`src/rtl/hdc_pkg.sv`:
```
package hdc_pkg;
    localparam int DW = 8;
    localparam int PW = 4;

    typedef struct packed {
        logic          pending;
        logic          mine;
        logic          served;
        logic [PW-1:0] port;
        logic          write;
        logic [DW-1:0] wdata;
        logic [DW-1:0] rdata;
    } ctrl_t;

    typedef struct packed {
        logic          sck;
        logic          latch;
        logic [DW-1:0] shreg;
        logic [DW-1:0] status;
    } stat_t;
endpackage

```
`src/rtl/hdc_decode.sv`:
```
module hdc_decode #(
    parameter int AW       = 8,
    parameter int PW       = 4,
    parameter logic [AW-PW-1:0] WIN_BASE = 4'hC,
    parameter logic [PW-1:0]    STAT_IDX = 4'hF
) (
    input  logic          io_req,
    input  logic          rd,
    input  logic          wr,
    input  logic [AW-1:0] addr,
    output logic          sel,
    output logic          stat_rd,
    output logic          be_acc,
    output logic [PW-1:0] port
);
    logic is_stat;

    always_comb begin
        sel     = io_req && (addr[AW-1:PW] == WIN_BASE);
        port    = addr[PW-1:0];
        is_stat = (port == STAT_IDX);
        stat_rd = sel && rd && is_stat;
        be_acc  = sel && (wr || (rd && !is_stat));
    end
endmodule

```
`src/rtl/hdc_status_shifter.sv`:
```
module hdc_status_shifter
    import hdc_pkg::*;
(
    input  logic          clk,
    input  logic          rst_n,
    input  logic          st_sck,
    input  logic          st_sdi,
    input  logic          st_latch,
    output logic [DW-1:0] status
);
    stat_t st_d, st_q;

    always_comb begin
        st_d       = st_q;
        st_d.sck   = st_sck;
        st_d.latch = st_latch;
        if (st_sck && !st_q.sck) begin
            st_d.shreg = {st_q.shreg[DW-2:0], st_sdi};
        end
        if (st_latch && !st_q.latch) begin
            st_d.status = st_q.shreg;
        end
    end

    always_ff @(posedge clk) begin
        if (!rst_n) begin
            st_q <= '0;
        end else begin
            st_q <= st_d;
        end
    end

    assign status = st_q.status;
endmodule

```
`src/rtl/hdc_req_ctrl.sv`:
```
module hdc_req_ctrl
    import hdc_pkg::*;
(
    input  logic          clk,
    input  logic          rst_n,
    input  logic          be_acc,
    input  logic [PW-1:0] port,
    input  logic          wr,
    input  logic [DW-1:0] wdata,
    input  logic [DW-1:0] be_rdata,
    input  logic          be_done,
    output logic          wait_o,
    output logic          req_valid,
    output logic [PW-1:0] req_port,
    output logic          req_write,
    output logic [DW-1:0] req_wdata,
    output logic [DW-1:0] rdata
);
    ctrl_t c_d, c_q;

    always_comb begin
        c_d = c_q;
        if (c_q.pending && be_done) begin
            c_d.pending = 1'b0;
            c_d.mine    = 1'b0;
            if (c_q.mine && be_acc) begin
                c_d.served = 1'b1;
                if (!c_q.write) begin
                    c_d.rdata = be_rdata;
                end
            end
        end else if (be_acc && !c_q.served && !c_q.pending) begin
            c_d.pending = 1'b1;
            c_d.mine    = 1'b1;
            c_d.port    = port;
            c_d.write   = wr;
            c_d.wdata   = wdata;
        end
        if (!be_acc) begin
            c_d.served = 1'b0;
            c_d.mine   = 1'b0;
        end
    end

    always_ff @(posedge clk) begin
        if (!rst_n) begin
            c_q <= '0;
        end else begin
            c_q <= c_d;
        end
    end

    assign wait_o    = be_acc && !c_q.served;
    assign req_valid = c_q.pending;
    assign req_port  = c_q.port;
    assign req_write = c_q.write;
    assign req_wdata = c_q.wdata;
    assign rdata     = c_q.rdata;
endmodule

```
`src/rtl/hdc_host_port.sv`:
```
module hdc_host_port
    import hdc_pkg::*;
#(
    parameter int AW = 8
) (
    input  logic          clk,
    input  logic          rst_n,
    input  logic          io_req,
    input  logic          rd,
    input  logic          wr,
    input  logic [AW-1:0] addr,
    input  logic [DW-1:0] wdata,
    output logic [DW-1:0] rdata,
    output logic          buf_en,
    output logic          bus_wait,
    output logic          req_valid,
    output logic [PW-1:0] req_port,
    output logic          req_write,
    output logic [DW-1:0] req_wdata,
    input  logic [DW-1:0] be_rdata,
    input  logic          be_done,
    input  logic          st_sck,
    input  logic          st_sdi,
    input  logic          st_latch
);
    logic          sel, stat_rd, be_acc;
    logic [PW-1:0] port;
    logic [DW-1:0] status_q, be_rd_q;

    hdc_decode #(.AW(AW), .PW(PW)) u_dec (
        .io_req (io_req),
        .rd     (rd),
        .wr     (wr),
        .addr   (addr),
        .sel    (sel),
        .stat_rd(stat_rd),
        .be_acc (be_acc),
        .port   (port)
    );

    hdc_status_shifter u_stat (
        .clk     (clk),
        .rst_n   (rst_n),
        .st_sck  (st_sck),
        .st_sdi  (st_sdi),
        .st_latch(st_latch),
        .status  (status_q)
    );

    hdc_req_ctrl u_ctrl (
        .clk      (clk),
        .rst_n    (rst_n),
        .be_acc   (be_acc),
        .port     (port),
        .wr       (wr),
        .wdata    (wdata),
        .be_rdata (be_rdata),
        .be_done  (be_done),
        .wait_o   (bus_wait),
        .req_valid(req_valid),
        .req_port (req_port),
        .req_write(req_write),
        .req_wdata(req_wdata),
        .rdata    (be_rd_q)
    );

    assign buf_en = sel && rd;
    assign rdata  = stat_rd ? status_q : be_rd_q;
endmodule

```
`config.mk`:
```
export PLATFORM = sky130hd
export DESIGN_NAME = hdc_host_port
export DESIGN_NICKNAME = d
export VERILOG_FILES = /design/src/rtl/hdc_pkg.sv /design/src/rtl/hdc_decode.sv /design/src/rtl/hdc_status_shifter.sv /design/src/rtl/hdc_req_ctrl.sv /design/src/rtl/hdc_host_port.sv
export SDC_FILE = /design/constraint.sdc
export NUM_CORES = 1
export LEC_CHECK = 0
export CAP_MARGIN = 20
export CORE_MARGIN = 8
export CORE_UTILIZATION = 34
export CTS_BUF_LIST = sky130_fd_sc_hd__clkbuf_4 sky130_fd_sc_hd__clkbuf_8
export CTS_CLUSTER_DIAMETER = 60
export DETAILED_ROUTE_END_ITERATION = 8
export DONT_BUFFER_PORTS = 1
export GPL_TIMING_DRIVEN = 0
export RECOVER_POWER = 100
export SLEW_MARGIN = 15
export SYNTH_ARGS = -nofsm -noshare
export SYNTH_HDL_FRONTEND = slang
export SYNTH_SLANG_ARGS = --single-unit
```
`constraint.sdc`:
```
create_clock -name clk -period 2.38 [get_ports clk]
set_input_delay 0.357 -clock clk [delete_from_list [all_inputs] [get_ports clk]]
set_output_delay 0.357 -clock clk [all_outputs]
set_load 0.02 [all_outputs]
```
* Yosys cells after proc, flatten, opt, wreduce, memory -nomap -nowiden
Index checks and enable logic that the tools add are counted.
** Operators by class
- Mux-type cells :: 1
- Eq/ne operators :: 2
- Bitwise logic cells :: 4
- Reductions and logical operators :: 23
** Operators by type and width (count)
- $logic_and A1 B1 Y1 :: 11
- $eq A4 B4 Y1 const B :: 2
- $mux W8 :: 1
- $reduce_and A2 Y1 :: 3
- $logic_not A1 Y1 :: 5
- $not A1 Y1 :: 4
- $reduce_and A3 Y1 :: 1
- $reduce_or A3 Y1 :: 1
- $reduce_or A2 Y1 :: 1
- $logic_or A1 B1 Y1 :: 1
** Word-level totals
- Input port bits :: 33
- Output and inout port bits :: 24
- Register bits :: 42
- Logic and storage cells :: 41

* Logic depth before layout (Yosys ltp)
- Depth after elaboration :: 8
- Mapped depth :: 6

* Modules after synthesis
From an unflattened synthesis, not the netlist that was laid out.
** Second synthesis, totals
- Cells, all modules :: 217
- Area total of the unflattened synthesis :: 2043.2 um2
** By module, submodules not included
- hdc_req_ctrl :: cells each 128, times used 1, area an instance 1092.3 um2
- hdc_status_shifter :: cells each 69, times used 1, area an instance 739.5 um2
- hdc_host_port :: cells each 10, times used 1, area an instance 137.6 um2
- hdc_decode :: cells each 10, times used 1, area an instance 73.8 um2

* Least setup slack after synthesis
Ideal clock, no wire load.
- Path type :: input to output
- Start :: input port io_req
- End :: output port rdata[0]
- Buffers on the path :: 0
- Arrival time :: 1.223 ns
- Setup slack :: 0.800 ns
- Stages on the path :: 4
- Cell sequence :: nand3_1 -> nor3_4 -> nand3_2 -> mux2_2
** On the way
- Longest elaborated chain between the ends :: 4
** RTL lines
- start, declared :: RTL line hdc_host_port.sv:8 : input logic io_req,
- $logic_and A1 B1 Y1 :: RTL line hdc_decode.sv:19 : sel = io_req && (addr[AW-1:PW] == WIN_BASE);
- $logic_and A1 B1 Y1 (2 in series) :: RTL line hdc_decode.sv:22 : stat_rd = sel && rd && is_stat;
- $mux W8 :: RTL line hdc_host_port.sv:68 : assign rdata = stat_rd ? status_q : be_rd_q;
- end, declared :: RTL line hdc_host_port.sv:13 : output logic [DW-1:0] rdata,
No other way between the ends.

* Final worst setup path
- Start :: input port io_req
- End :: output port rdata[4]
Same word-level chain as after synthesis.

==> metrics <==
core area 0.00541 sq mm; worst vdd ir ~0.26 mV; most common cell after layout, fill and taps aside nand2_1; ys flop type dfxtp_1; Cell Count, Final, Fillers Out 282; fill count 565; final design utilization 36.8%; Root Buffer clkbuf_8; CP arrival 1.65 ns; CTS Sinks 42; most frequent cells in the layout 57 x nand2_1, 42 x dfxtp_1, 28 x mux2i_1; Critical Setup Path Class in -> out; area occupied by multi-input gates 853 sq um; setup bufs post-CTS 0; grt total ovfl 0; Total GRT Usage 10.4%; Worst-Margin Slew 0.608 ns; diodes inserted 0; Iteration-0 DRC Markers 40; FF+latch area 841 sq um; async set-or-reset flop fraction in the synthesized netlist 0%; worst reg2reg path startpoint u_ctrl.req_valid$_SDFFE_PP0P_; Nets 244; Final min period 2.01 ns; Critical Path RT 2.02 ns; maximum clock rate approximately 500 MHz; synth warn 0; DR vias/cell 4.62; Final HPWL DP 3.17 mm; total of max-cap violations 0; Die Y-Extent 90.3 um; hold buffers post-CTS 0; synth-to-layout area growth 6.00%; clk_skew 0.00774 ns; final setup margin around 0.37 ns; CTS buffer count 5; Yosys reg bits 42; Hold WS 0.195 ns; WL per Instance ~15 um; I/O Pins 57; Max clock buf depth 2; RSZ-0062 raised after global routing false; PortBufs 0; worst skew pair latency between 0.2 and 0.3 ns; Pre-antenna DRT Iters 4; Seq/Total Area, Yosys between 40 and 50%; Routed Antenna Nets 0; count of final setup violators 0; Leak 0.724 nW; Inst Count DP 276; initial antenna violation count 0; Crit Path Max Fanout 8; Via Count 1,304; syn avg cell area just over 9 sq um; Post-synth EDFFs 0; power per cell area around 620 mW/mm^2; WL final 4.13 mm; Die X approximately 90 um; CP startpoint kind input port; status completed; Setup WS pre-CTS around 0.58 ns; number of distinct library cells after synthesis 25; syn_nets about 240; post-cts sizing count 0; Slew HR 59.5%; critical path endpoint category output pin; Rows 27; drt drc 0; synthesized area around 0.0019 sq mm; initial core utilization 34.7%; CP startpoint io_req; min-delay src st_latch; Fin. Hold Viols 0; Clk pin slew, worst setup/hold paths 0.07 ns; Post-Syn Instances 204; largest net degree at the start of global routing 12; first-pass GRT wire length 6.78 mm; worst hold path class in -> reg; TritonCTS clock tree yes; TNS Setup 0 ns; final RePlAce weighted congestion 0.707; final period utilization 84.3%; H-tree depth 2; die area 0.00815 sq mm; layout cells sized above 1 under 10%; vias in the first global route 1,338; Max Slew Vio Count 0
final timing paths:
path,endpoint,slack [ns],cells past startpoint
hold reg to reg,u_ctrl.req_port[2]$_SDFFE_PN0P_,0.46,2
hold / removal,u_stat.st_q[16]$_SDFF_PN0_,0.20,1
setup / recovery,rdata[4],0.37,4
setup reg to reg,u_ctrl.rdata[5]$_SDFFE_PN0P_,0.66,5
report_power, final:
| group | leakage [nW] | internal [mW] | switching (mW) |
|---|---|---|---|
| logic | 0.342 | 0.0245 | 0.0424 |
| registers | 0.339 | 0.709 | 0.00415 |
| clock network | 0.0431 | 0.224 | 0.228 |
critical path, cell delays in order:
cell and delay (ns):
nand3_1 0.10, nor3_4 0.24, nand3_1 0.41, mux2_1 0.55
area by class of cell:
cell class	instances	area share, %
multi-input cells	134	42.9
flip-flops and latches	42	42.3
plain buffers	25	5.54
well taps	72	4.53
clock buffers	6	4.15
inverters	3	0.566
metrics by stage:
step | power [mW] | instance area (sq um)
6_report | 1.23 | 1990
3_5_place_dp | 0.800 | 1970
5_1_grt | 1.31 | 1990
4_1_cts | 1.26 | 2050
3_3_place_gp | 0.799 | 1970
2_1_floorplan | 0.785 | 1880
cells by family (layout without fill, tap and decap cells):
group                  count (synthesis)  in the layout  share of synthesized area (%)
AOI/OAI and AO/OA                     13             13                           5.00
DFF                                   42             42                           44.8
buffers and inverters                 28             34                           9.41
muxes                                 36             36                           19.7
and+or+nand+nor                       85             85                           21.0
per-layer routing:
| layer | vias up | part of all wire [%] | track usage [%] |
|---|---|---|---|
| li1 | 664 | - | - |
| met1 | 588 | 44 | 11.7 |
| met2 | 45 | 42 | 15.5 |
| met3 | 7 | 12 | 6.65 |
| met4 | 0 | 1.3 | 3.33 |
| met5 | - | 0 | 0 |
flip-flops by register name, indices dropped and copies added (netlist names):
name / flops
u_stat.st_q: 10
u_ctrl.rdata: 8
u_ctrl.req_wdata: 8
u_stat.status: 8
u_ctrl.req_port: 4
u_ctrl.c_q: 2
u_ctrl.req_valid: 1
u_ctrl.req_write: 1
synthesized netlist by cell type, types with 3 or more instances:
cell,number,area [sq um]
nand2_1,57,214
dfxtp_1,42,841
mux2i_1,28,280
buf_4,12,90.1
nor2b_1,10,62.6
clkbuf_1,9,33.8
a21boi_0,8,60.1
mux2_2,8,90.1
and2_1,3,18.8
and3_1,3,18.8
inv_1,3,11.3
nand2b_1,3,18.8
nand3_1,3,15.0
Note: power is estimated with default switching activity, not from simulation.
